## config.mk

```make
export PLATFORM = sky130hd
export DESIGN_NAME = imm_shift_unit
export DESIGN_NICKNAME = d
export VERILOG_FILES = /design/src/rtl/imm_shift_pkg.sv /design/src/rtl/imm_shift_decode.sv /design/src/rtl/imm_shift_barrel.sv /design/src/rtl/imm_shift_flags.sv /design/src/rtl/imm_shift_unit.sv
export SDC_FILE = /design/constraint.sdc
export NUM_CORES = 1
export LEC_CHECK = 0
export BUFFER_PORTS_ARGS = -buffer_cell sky130_fd_sc_hd__buf_2
export CAP_MARGIN = 10
export CORE_MARGIN = 2
export CORE_UTILIZATION = 38
export DETAILED_ROUTE_END_ITERATION = 12
export PLACE_DENSITY_LB_ADDON = 0.25
export SLEW_MARGIN = 20
export SYNTH_ARGS = -nofsm -noshare
export SYNTH_HDL_FRONTEND = slang
export SYNTH_HIERARCHICAL = 1
export SYNTH_SLANG_ARGS = --single-unit
```

## constraint.sdc

```tcl
create_clock -name clk -period 4.5 [get_ports clk]
set_clock_uncertainty 0.1 [all_clocks]
set_input_delay 0.225 -clock clk [delete_from_list [all_inputs] [get_ports clk]]
set_output_delay 0.225 -clock clk [all_outputs]
set_load 0.005 [all_outputs]
```

## src/rtl/imm_shift_pkg.sv

```systemverilog
package imm_shift_pkg;

    typedef enum logic [1:0] {
        SK_LEFT   = 2'd0,
        SK_RLOG   = 2'd1,
        SK_RARITH = 2'd2,
        SK_NONE   = 2'd3
    } shift_kind_e;

    localparam logic [2:0] SEL_LEFT   = 3'd4;
    localparam logic [2:0] SEL_RLOG   = 3'd5;
    localparam logic [2:0] SEL_RARITH = 3'd7;

endpackage

```

## src/rtl/imm_shift_decode.sv

```systemverilog
module imm_shift_decode
    import imm_shift_pkg::*;
#(
    parameter int IMM_W = 8,
    parameter int CNT_W = 5
) (
    input  logic [7:0]       modrm,
    input  logic [IMM_W-1:0] shamt_imm,
    output shift_kind_e      kind,
    output logic             legal,
    output logic [CNT_W-1:0] amt
);
    logic [2:0] sel;

    always_comb begin
        sel = modrm[5:3];
        unique case (sel)
            SEL_LEFT:   kind = SK_LEFT;
            SEL_RLOG:   kind = SK_RLOG;
            SEL_RARITH: kind = SK_RARITH;
            default:    kind = SK_NONE;
        endcase
        legal = (kind != SK_NONE);
        amt   = shamt_imm[CNT_W-1:0];
    end
endmodule

```

## src/rtl/imm_shift_barrel.sv

```systemverilog
module imm_shift_barrel #(
    parameter int DATA_W = 32,
    parameter int CNT_W  = 5
) (
    input  logic [DATA_W-1:0] din,
    input  logic [CNT_W-1:0]  amt,
    input  logic              go_left,
    input  logic              fill_bit,
    output logic [DATA_W-1:0] dout
);
    logic [DATA_W-1:0] din_rev;
    logic [DATA_W-1:0] mid_rev;
    logic [DATA_W-1:0] stage [0:CNT_W];

    // Left shifts reuse the right-shift network on a bit-reversed word.
    for (genvar b = 0; b < DATA_W; b++) begin : g_rev
        assign din_rev[b] = din[DATA_W-1-b];
        assign mid_rev[b] = stage[CNT_W][DATA_W-1-b];
    end

    assign stage[0] = go_left ? din_rev : din;

    for (genvar s = 0; s < CNT_W; s++) begin : g_stage
        localparam int STEP = 1 << s;
        assign stage[s+1] = amt[s]
            ? {{STEP{fill_bit}}, stage[s][DATA_W-1:STEP]}
            : stage[s];
    end

    assign dout = go_left ? mid_rev : stage[CNT_W];
endmodule

```

## src/rtl/imm_shift_flags.sv

```systemverilog
module imm_shift_flags
    import imm_shift_pkg::*;
#(
    parameter int DATA_W = 32,
    parameter int CNT_W  = 5
) (
    input  shift_kind_e       kind,
    input  logic [CNT_W-1:0]  amt,
    input  logic [DATA_W-1:0] opnd,
    input  logic [DATA_W-1:0] shifted,
    input  logic              ovf_prev,
    output logic              sign_nx,
    output logic              zero_nx,
    output logic              ovf_nx
);
    logic single;

    always_comb begin
        single  = (amt == CNT_W'(1));
        zero_nx = (shifted == '0);
        sign_nx = (kind == SK_RLOG) ? 1'b0 : shifted[DATA_W-1];
        ovf_nx  = ovf_prev;
        if (single) begin
            unique case (kind)
                SK_LEFT:   ovf_nx = opnd[DATA_W-1] ^ opnd[DATA_W-2];
                SK_RLOG:   ovf_nx = opnd[DATA_W-1];
                SK_RARITH: ovf_nx = 1'b0;
                default:   ovf_nx = ovf_prev;
            endcase
        end
    end
endmodule

```

## src/rtl/imm_shift_unit.sv

```systemverilog
module imm_shift_unit
    import imm_shift_pkg::*;
#(
    parameter int DATA_W = 32,
    parameter int IMM_W  = 8
) (
    input  logic              clk,
    input  logic              rst_n,
    input  logic              op_valid,
    input  logic [7:0]        modrm,
    input  logic [DATA_W-1:0] src_val,
    input  logic [IMM_W-1:0]  shamt_imm,
    output logic [DATA_W-1:0] dst_val,
    output logic              dst_we,
    output logic              flag_sign,
    output logic              flag_zero,
    output logic              flag_ovf,
    output logic              bad_subop
);
    localparam int CNT_W = $clog2(DATA_W);

    typedef struct packed {
        logic [DATA_W-1:0] res;
        logic              we;
        logic              sf;
        logic              zf;
        logic              of;
        logic              err;
    } unit_state_t;

    unit_state_t st_d, st_q;

    shift_kind_e       kind;
    logic              legal;
    logic [CNT_W-1:0]  amt;
    logic [DATA_W-1:0] shifted;
    logic              sign_nx, zero_nx, ovf_nx;

    imm_shift_decode #(.IMM_W(IMM_W), .CNT_W(CNT_W)) u_decode (
        .modrm     (modrm),
        .shamt_imm (shamt_imm),
        .kind      (kind),
        .legal     (legal),
        .amt       (amt)
    );

    imm_shift_barrel #(.DATA_W(DATA_W), .CNT_W(CNT_W)) u_barrel (
        .din      (src_val),
        .amt      (amt),
        .go_left  (kind == SK_LEFT),
        .fill_bit ((kind == SK_RARITH) & src_val[DATA_W-1]),
        .dout     (shifted)
    );

    imm_shift_flags #(.DATA_W(DATA_W), .CNT_W(CNT_W)) u_flags (
        .kind     (kind),
        .amt      (amt),
        .opnd     (src_val),
        .shifted  (shifted),
        .ovf_prev (st_q.of),
        .sign_nx  (sign_nx),
        .zero_nx  (zero_nx),
        .ovf_nx   (ovf_nx)
    );

    always_comb begin
        st_d     = st_q;
        st_d.we  = 1'b0;
        st_d.err = 1'b0;
        if (op_valid) begin
            if (legal) begin
                st_d.res = shifted;
                st_d.we  = 1'b1;
                st_d.sf  = sign_nx;
                st_d.zf  = zero_nx;
                st_d.of  = ovf_nx;
            end else begin
                st_d.res = src_val;
                st_d.err = 1'b1;
            end
        end
    end

    always_ff @(posedge clk) begin
        if (!rst_n) begin
            st_q <= '0;
        end else begin
            st_q <= st_d;
        end
    end

    assign dst_val   = st_q.res;
    assign dst_we    = st_q.we;
    assign flag_sign = st_q.sf;
    assign flag_zero = st_q.zf;
    assign flag_ovf  = st_q.of;
    assign bad_subop = st_q.err;
endmodule

```

Word level (Yosys, flattened, before mapping):

Cells that the tools add are included.

* bitwise logic cells: 2
* eq/ne operators: 7
* multiplexer cells: 14
* reduce and logical (&&, ||, !) cells: 6

Operator list (number)
* 32-bit two-way mux: 8
* 32-bit logical NOT: 1
* 3-bit == test (second input constant): 3
* 2-bit case mux with 3 select lines: 1
* 5-bit by 1-bit == test with 1-bit output (second input constant): 1
* 4-bit two-way mux: 1
* 2-bit AND reduction: 2
* 4-bit AND reduction: 1
* 1-bit two-way mux: 3
* 1-bit case mux with 3 select lines: 1
* 3-bit nonzero test: 1
* 2-bit by 1-bit == test with 1-bit output (second input constant): 1
* 2-bit == test (second input constant): 1
* 2-bit logical NOT: 1
* 2-bit != test (second input constant): 1
* 1-bit AND: 1
* 1-bit bitwise XOR: 1

* logic and storage cells: 35
* bits of input ports: 51
* flip-flop bits (word level): 37
* output and inout bits: 37

Depth between registers and ports, before layout:

Gate-level depths: netlist of run 1.

* depth after elaboration: 12
* depth in mapped cells: 16
* depth with buffers taken out: 14

By module:

Netlist of run 1, hierarchy kept.

Modules (own cells, without submodules)
* imm_shift_barrel: instances 1, area an instance 3611.0 um^2, cells an instance 471, seq. area each 0.0 um^2
* imm_shift_unit: instances 1, area an instance 1621.6 um^2, cells an instance 163, seq. area each 740.7 um^2
* imm_shift_flags: instances 1, area an instance 150.1 um^2, cells an instance 22, seq. area each 0.0 um^2
* imm_shift_decode: instances 1, area an instance 67.6 um^2, cells an instance 10, seq. area each 0.0 um^2

Least setup slack after synthesis of run 1:

OpenSTA, ideal clock, no wires.

* kind: input -> register
* start: input port modrm[4]
* end: register st_q, in the netlist flag_zero
* stages on the path: 15
* library setup time: 0.058 ns
* data arrival time: 3.087 ns
* path slack: 1.256 ns
* required time: 4.342 ns
* path buffers: 1
* path through: xnor2_1 > nand2_1 > nor2_1 > buf_2 > xor2_1 > mux2_2 > a221oi_1 > a2111oi_0 > a221oi_1 > mux2i_1 > nor4_1 > nand4_1 > nor2_1 > and3_4 > o21a_1

* longest elaborated chain between the ends: 11
* elaborated cells on any way between the ends: 17
* those cells by class: 5 x eq/ne; 8 x mux; 1 x bitwise; 3 x reduce/logical

Ends and longest elaborated chain
* start: declaration: RTL line imm_shift_unit.sv:10 `input logic [7:0] modrm,`
* 3-bit == test: RTL line imm_shift_decode.sv:17 `unique case (sel)`
* 2-bit case mux with 3 select lines *: RTL line imm_shift_decode.sv:17
* via kind[0]: RTL line imm_shift_unit.sv:33 `shift_kind_e kind;`
* 2-bit == test / 2-bit logical NOT (equally long branches): RTL line imm_shift_unit.sv:51, imm_shift_unit.sv:50
* 1-bit AND / 32-bit two-way mux (equally long branches): RTL line imm_shift_unit.sv:51, imm_shift_barrel.sv:21
* 32-bit two-way mux (5 in a row): RTL line imm_shift_barrel.sv:26 `? {{STEP{fill_bit}}, stage[s][DATA_W-1:STEP]}`
* 32-bit two-way mux *: RTL line imm_shift_barrel.sv:30 `assign dout = go_left ? mid_rev : stage[CNT_W];`
* via shifted[7]: RTL line imm_shift_unit.sv:36 `logic [DATA_W-1:0] shifted;`
* 32-bit logical NOT *: RTL line imm_shift_flags.sv:20 `zero_nx = (shifted == '0);`
* via zero_nx: RTL line imm_shift_unit.sv:37 `logic sign_nx, zero_nx, ovf_nx;`
* end signal: assignment: RTL line imm_shift_unit.sv:88 `st_q <= st_d;`
* end: declaration: RTL line imm_shift_unit.sv:31 `unit_state_t st_d, st_q;`

Mark *: on every way through the listed nets, which the timed path passes. The rest lies on a longest branch.
A chain may end at the register's enable or synchronous reset.

Final worst setup path of run 1:

Ends and elaborated chain as after synthesis.

==> impl_metrics.csv, run 1 <==
group,metric,value,unit
run_status,status,"complete, no violations",
sta,period_share,0.896,
sta,drv_slew,0,
synthesis,yosysWarnings,6,
synthesis,synth_cell_types,63,
layout,insertedDiodeCount,0,
worst_setup_path,crit_buf_inv,2,
worst_setup_path,crit-reg2reg-launch,"flag_ovf",
sta,final-hold-violation-count,0,
worst_setup_path,startpoint,"modrm[4]",
floorplan,io_pins,88,
routing,route.detailed.drc,0,
clock_tree,clk_path_buf_depth,2,
worst_setup_path,crit_chain,"buf_2 > xnor2_1 > nand2_1 > nor2_4 > clkinvlp_4 > nand2_1 > o21ai_0 > mux4_2 > a222oi_1 > nand2_1 > nor4_1 > nand4_1 > nor2_1 > and3_4 > o21a_1",
pwr,power_switching,530,µW
layout,n_fill_cell,1377,
routing,drt_first_iter_violations,793,
synthesis,synth_edf_count,0,
floorplan,start_util,0.391,
synthesis,synthArstFlopShare,0,
worst_setup_path,worst_path_max_delay_cell,"mux4_2",
synthesis,synth.net_count,717,
synthesis,synth_cells,666,
worst_setup_path,reg2reg_to,"flag_ovf",
worst_hold_path,hold_class,"primary input to register",
layout,stdcell_count,887,
worst_setup_path,cp-start-kind,"primary input",
place,numPortBuffers,79,
worst_setup_path,critPathMaxStageDelay,610,ps
sta,fmax,248,MHz
synthesis,yosysTopAreaCell,"mux2i_1",
clock_tree,cts_tree,"done",
sta,setup_viol,0,
synthesis,synth_area_leaders,"mux2i_1 (19%), dfxtp_1 (14%), mux4_2 (12%)",
layout,nets,757,
clock_tree,root_buffer,"clkbuf_16",
global_route,grt_overflow_total,0,
floorplan,dieWidth,124,µm
sta,slew_headroom,0.336,
global_route,antenna_found_initial,0,
clock_tree,post-cts-setup-buffers,0,
global_route,grt_max_degree,73,
layout,seqCellArea,741,µm²
worst_hold_path,hold_path_end,"dst_val[0]",
routing,routed_wl,21800,µm
worst_setup_path,r2r_cells,4,
synthesis,yosysSeqAreaShare,0.136,
pwr,peakVddDrop,0.209,mV
sta,worst_hold_slack,276,ps
worst_setup_path,crit_path_frequent_cell,"nand2_1",
pwr,internal-power,809,µW
place,place_congestion,1.04,
synthesis,syn-mean-instance-area,8.18,µm²
global_route,grtUsageTotal,0.283,
place,dp.cells,879,
layout,drive_gt1_frac,0.240,
pwr,swShare,0.396,
worst_setup_path,crit_arrival,4150,ps
pwr,seq_power_share,0.271,
floorplan,die_h,124,µm
sta,rsz0062_at_grt,"false",
floorplan,core,13900,µm²
worst_setup_path,worstPathRequired,4620,ps
clock_tree,clk_pin_slew,50,ps
routing,drtPass1Iterations,6,
layout,final_area,6020,µm²
synthesis,netlist.area_leader.share,0.195,
floorplan,rows,43,
place,placed_area,5880,µm²
clock_tree,numCtsBuffers,5,
clock_tree,clk_latency,270,ps
clock_tree,clkSinkCount,37,
global_route,grt_pass1_wl,33000,µm
synthesis,synth_seq_cells,37,
pwr,power.leakage,0.00253,µW
sta,fin_crit,4030,ps
global_route,grt_pass1_vias,5574,
layout,multi_input_area,4320,µm²
pwr,power_density,223,nW/µm²
worst_setup_path,worstSetupPathType,"primary input to register",
worst_setup_path,cp_max_fo,17,
clock_tree,cts_hold_buf,0,
place,place_ws,218,ps
pwr,pwr-share-comb,0.488,
sta,setup_ws,469,ps
worst_setup_path,regToRegSetupSlack,3060,ps
pwr,clockPowerShare,0.241,
sta,setup_tns,0,ps
worst_setup_path,cp.depth,15,
clock_tree,h-tree-depth,2,
worst_hold_path,hp-start,"src_val[0]",
run,drv_cap,0,
place,dp_hpwl,16500,µm
worst_hold_path,holdPathStages,3,
routing,ant_nets,0,
floorplan,die_area,15300,µm²
synthesis,synth_area,5450,µm²
routing,avgViaCountPerCell,6.82,
layout,syn_to_final_growth,10.4,%
worst_setup_path,critPathTopFamily,"simple AND/OR/NAND/NOR gates",
synthesis,ys.flop_type,"dfxtp_1",
worst_setup_path,critPathCaptureType,"register",
routing,vias,6047,
routing,wl_per_cell,24.6,µm
sta,worst_slew_pin_slew,996,ps
## power by group through the flow
stage,Clock (µW),Sequential (µW),Combinational [µW]
finish,323,363,653
global route,350,366,689
CTS,330,363,629
detailed placement,0,370,628
global placement,0,369,623
floorplan,0,371,419
## layout make-up
cell class / instances / area share
multi-input combinational: 556 / 0.717
sequential: 37 / 0.123
timing repair buffer: 98 / 0.0940
tap: 180 / 0.0374
clock buffer: 8 / 0.0227
inverter: 8 / 0.00561
## timing repair
action | CTS | global route
resized for setup | 0 | 1
endpoints found under the setup margin | 0 | 1
hold endpoints to repair | 0 | 0
## synth_stat cells (all sizes together), types with 5 or more instances
| cell type | n |
|---|---|
| a21boi | 5 |
| a21oi | 52 |
| a22oi | 35 |
| and3 | 9 |
| buf | 41 |
| clkbuf | 24 |
| dfxtp | 37 |
| inv | 7 |
| mux2 | 25 |
| mux2i | 106 |
| mux4 | 29 |
| nand2 | 60 |
| nand2b | 8 |
| nand3 | 9 |
| nor2 | 45 |
| nor2b | 11 |
| nor4 | 8 |
| o211ai | 18 |
| o21a | 5 |
| o21ai | 54 |
| o22ai | 6 |
## metrics by stage
step,util,power (µW)
global placement,0.422,993
global route,0.432,1410
finish,0.432,1340
CTS,0.432,1320
floorplan,-,790
detailed placement,0.422,998
## worst register-to-register path, delay by kind of cell (launching register included)
| kind | cells | cell delay, ps |
|---|---|---|
| simple gates | 1 | 170 |
| compound gates | 3 | 710 |
| flops | 1 | 350 |
## metal layers
metal | vias up | GRT usage | wire (µm)
met5 | - | 0 | 0
met4 | 0 | 0.0994 | 909
met3 | 78 | 0.0668 | 2470
met2 | 424 | 0.452 | 9950
met1 | 2879 | 0.372 | 8480
li1 | 2666 | - | -
## logic make-up after synthesis
kind of cell | count (synthesis) | share of synthesized area
AO/OA/AOI/OAI | 222 | 0.267
XOR/XNOR | 2 | 0.00321
buffers and inverters | 73 | 0.0758
flip-flops | 37 | 0.136
multiplexers | 160 | 0.366
AND/OR/NAND/NOR | 172 | 0.152
## state kept, by name, indices dropped and copies added, names as in the netlist
signal	flops
bad_subop	1
dst_val	32
dst_we	1
flag_ovf	1
flag_sign	1
flag_zero	1
## layout by cell type (no fill, tap or decap), types with 5 or more instances in the layout
cell type    n
dfxtp_1     37
and3_1       6
a22oi_1     35
nor4_1       8
mux4_2      29
o211ai_1    18
o21ai_0     51
o22ai_1      6
buf_4       18
buf_2       78
nand2b_1     8
clkbuf_16    5
nor2b_1     11
inv_1        6
nand2_1     60
mux2_2      25
o21a_1       5
a21oi_1     52
mux2i_1    106
nand3_1      9
nor2_1      44
## worst max-delay path by stage
stage,endpoint,slack (ps)
after floorplan,flag_zero,1260
after CTS,flag_zero,490
final,flag_zero,470
after global placement,flag_zero,310
after detailed placement,flag_zero,220
after global routing,flag_zero,150
Power figures use the tool's default switching activity.
==> run 2, diff against run 1 <==
--- a/config.mk
+++ b/config.mk
@@ -9,10 +9,10 @@
 export CAP_MARGIN = 10
 export CORE_MARGIN = 2
 export CORE_UTILIZATION = 38
+export CTS_CLUSTER_DIAMETER = 200
 export DETAILED_ROUTE_END_ITERATION = 12
 export PLACE_DENSITY_LB_ADDON = 0.25
 export SLEW_MARGIN = 20
 export SYNTH_ARGS = -nofsm -noshare
 export SYNTH_HDL_FRONTEND = slang
-export SYNTH_HIERARCHICAL = 1
 export SYNTH_SLANG_ARGS = --single-unit
==> constraint.sdc (replaced) <==
create_clock -name clk -period 4.5 [get_ports clk]
set_clock_uncertainty 0.1 [all_clocks]
set_input_delay 0.45 -clock clk [delete_from_list [all_inputs] [get_ports clk]]
set_output_delay 0.45 -clock clk [all_outputs]
set_load 0.005 [all_outputs]
==> impl_metrics.csv, run 2 <==
group,metric,value,unit
run_status,status,"complete, no violations",
worst_setup_path,worst_path_max_delay_cell,"mux4_2",
global_route,grt_overflow_total,0,
sta,final-hold-violation-count,0,
worst_setup_path,crit_arrival,4280,ps
layout,largest_register_ffs,32,
pwr,power.leakage,0.00225,µW
place,place_congestion,0.996,
layout,final_common_cell,"buf_2",
synthesis,synthSimpleGateAreaFrac,0.183,
routing,ant_nets,0,
routing,wl_per_cell,24.3,µm
layout,n_fill_cell,1220,
layout,drive_gt1_frac,0.315,
run,drv_cap,0,
synthesis,synth_area_leaders,"mux4_2 (24%), dfxtp_1 (16%), mux2i_1 (8.2%)",
synthesis,yosysTopAreaCell,"mux4_2",
floorplan,io_pins,88,
synthesis,synth.most_common_cell,"nor2_1",
global_route,grt_max_degree,35,
global_route,grt_pass1_wl,27800,µm
synthesis,ys.flop_type,"dfxtp_1",
global_route,grt_pass1_vias,4753,
layout,syn_to_final_growth,17.0,%
global_route,grtUsageTotal,0.280,
routing,drtPass1Iterations,5,
worst_setup_path,cp-start-kind,"primary input",
clock_tree,clk_pin_slew,50,ps
layout,nets,662,
clock_tree,h-tree-depth,2,
worst_setup_path,worstPathRequired,4600,ps
routing,drt_first_iter_violations,513,
place,numPortBuffers,79,
synthesis,synth_seq_cells,37,
floorplan,rows,40,
place,dp_hpwl,14300,µm
synthesis,synth_cell_types,71,
clock_tree,cts-resized-gates,0,
sta,setup_viol,0,
layout,utilization,0.454,
routing,routed_wl,18400,µm
place,placed_area,5290,µm²
routing,vias,4998,
sta,fin_crit,4180,ps
sta,rsz0062_at_grt,"false",
synthesis,synth_top_family_by_area,"multiplexers",
layout,insertedDiodeCount,0,
floorplan,die_h,115,µm
synthesis,synth_mux_area_frac,0.366,
synthesis,synth_fa_ha_area_frac,0.00808,
synthesis,synth_area,4650,µm²
sta,slew_headroom,0.418,
floorplan,core,12000,µm²
synthesis,yosysSeqAreaShare,0.159,
worst_setup_path,critPathMaxStageDelay,540,ps
clock_tree,clk_path_buf_depth,2,
layout,mostFrequentLayoutCells,"buf_2 (79), nor2_1 (74), nand2_1 (64), mux4_2 (49), mux2i_1 (38)",
clock_tree,clkSinkCount,37,
sta,period_share,0.928,
sta,drv_slew,0,
synthesis,netlist.area_leader.share,0.237,
worst_setup_path,critPathCaptureType,"register",
synthesis,synth_cells,538,
synthesis,synth.net_count,592,
synthesis,synthArstFlopShare,0,
layout,final_area,5440,µm²
synthesis,synth_edf_count,0,
clock_tree,numCtsBuffers,5,
sta,fmax,239,MHz
synthesis,syn-mean-instance-area,8.64,µm²
sta,setup_tns,0,ps
clock_tree,cts_hold_buf,0,
synthesis,yosysWarnings,0,
routing,route.detailed.drc,0,
worst_setup_path,worstSetupPathType,"primary input to register",
synthesis,synth-compound-area-share,0.224,
clock_tree,root_buffer,"clkbuf_16",
floorplan,die_area,13100,µm²
floorplan,dieWidth,115,µm
worst_setup_path,crit_chain,"buf_2 > and2_1 > nand2_1 > ha_1 > a21oi_2 > nor2_4 > buf_4 > buf_4 > mux4_2 > mux2i_1 > mux4_2 > nand2_1 > a2111oi_0 > nand4_1 > o31ai_2",
synthesis,synth_xor_area_frac,0.00188,
sta,worst_hold_slack,361,ps
worst_hold_path,hold_class,"primary input to register",
clock_tree,clk_latency,280,ps
clock_tree,cts_tree,"done",
synthesis,netlist_top_cells_count,"nor2_1 (74), nand2_1 (64), mux4_2 (49)",
pwr,power_density,259,nW/µm²
clock_tree,post-cts-setup-buffers,0,
global_route,antenna_found_initial,0,
pwr,peakVddDrop,0.133,mV
worst_setup_path,cp_max_fo,11,
routing,avgViaCountPerCell,6.61,
floorplan,start_util,0.389,
sta,worst_slew_pin_slew,865,ps
## run 2: changes by cell type in the layout (fill, tap and decap cells not counted), moves of 6 or more
cell / change
a21oi_1: -37
a22oi_1: -33
a31oi_1: +10
buf_4: +15
mux2_2: -14
mux2i_1: -68
mux4_2: +20
nand3_1: -6
nor2_1: +30
nor2b_1: -10
o211ai_1: -7
o21ai_0: -19
or3_1: +10
## run 2: final cells by class
class                           count  area (µm²)  area share
Sequential cell                    37         741       0.136
Multi-Input combinational cell    440        3650       0.672
Inverter                           10        37.5     0.00690
Timing Repair Buffer              114         683       0.126
Clock inverter                      2        10.0     0.00184
Tap cell                          147         184      0.0338
Clock buffer                        6         129      0.0237
## run 2: where the power goes
| part | internal [µW] | total, µW | switching, µW |
|---|---|---|---|
| clock | 203 | 339 | 135 |
| combinational | 304 | 703 | 399 |
| sequential | 353 | 364 | 10.7 |
| total | 861 | 1410 | 545 |
## run 2: cells by family (layout without fill, tap and decap cells)
family / Yosys count / in the layout
buf+inv: 61 / 132
flops: 37 / 37
xor+xnor: 1 / 1
simple gates: 189 / 189
fa+ha+maj: 3 / 3
mux: 102 / 102
compound gates: 145 / 145
## run 2: routing by layer
layer / GRT usage / part of all wire
met3: 0.0535 / 0.092
met5: 0 / 0
met2: 0.460 / 0.47
met4: 0.108 / 0.040
met1: 0.363 / 0.40
## run 2: through the flow
| step | setup slack, ps | total power (µW) | instances |
|---|---|---|---|
| 3_3_place_gp | 131 | 1060 | 748 |
| 5_1_grt | 155 | 1470 | 756 |
| 6_report | 323 | 1410 | 756 |
| 4_1_cts | 395 | 1400 | 756 |
| 3_5_place_dp | 137 | 1060 | 748 |
| 2_1_floorplan | 574 | 811 | 538 |
## run 2: worst max-delay path: cells and delay by family
family	cells	cell delay, ps
adders and majority gates	1	360
muxes	3	1200
AOI/OAI and AO/OA	3	840
and+or+nand+nor	5	930
buffers and inverters	3	500
## run 2: path summary, 6_finish.rpt
check                                  from          end  slack (ps)  depth (start not counted)
worst min-delay path            src_val[13]  dst_val[13]         360                          3
worst max register to register   dst_val[6]   dst_val[6]        3680                          2
worst max-delay path               modrm[3]    flag_zero         320                         15
worst min register to register  dst_val[29]  dst_val[29]         370                          2
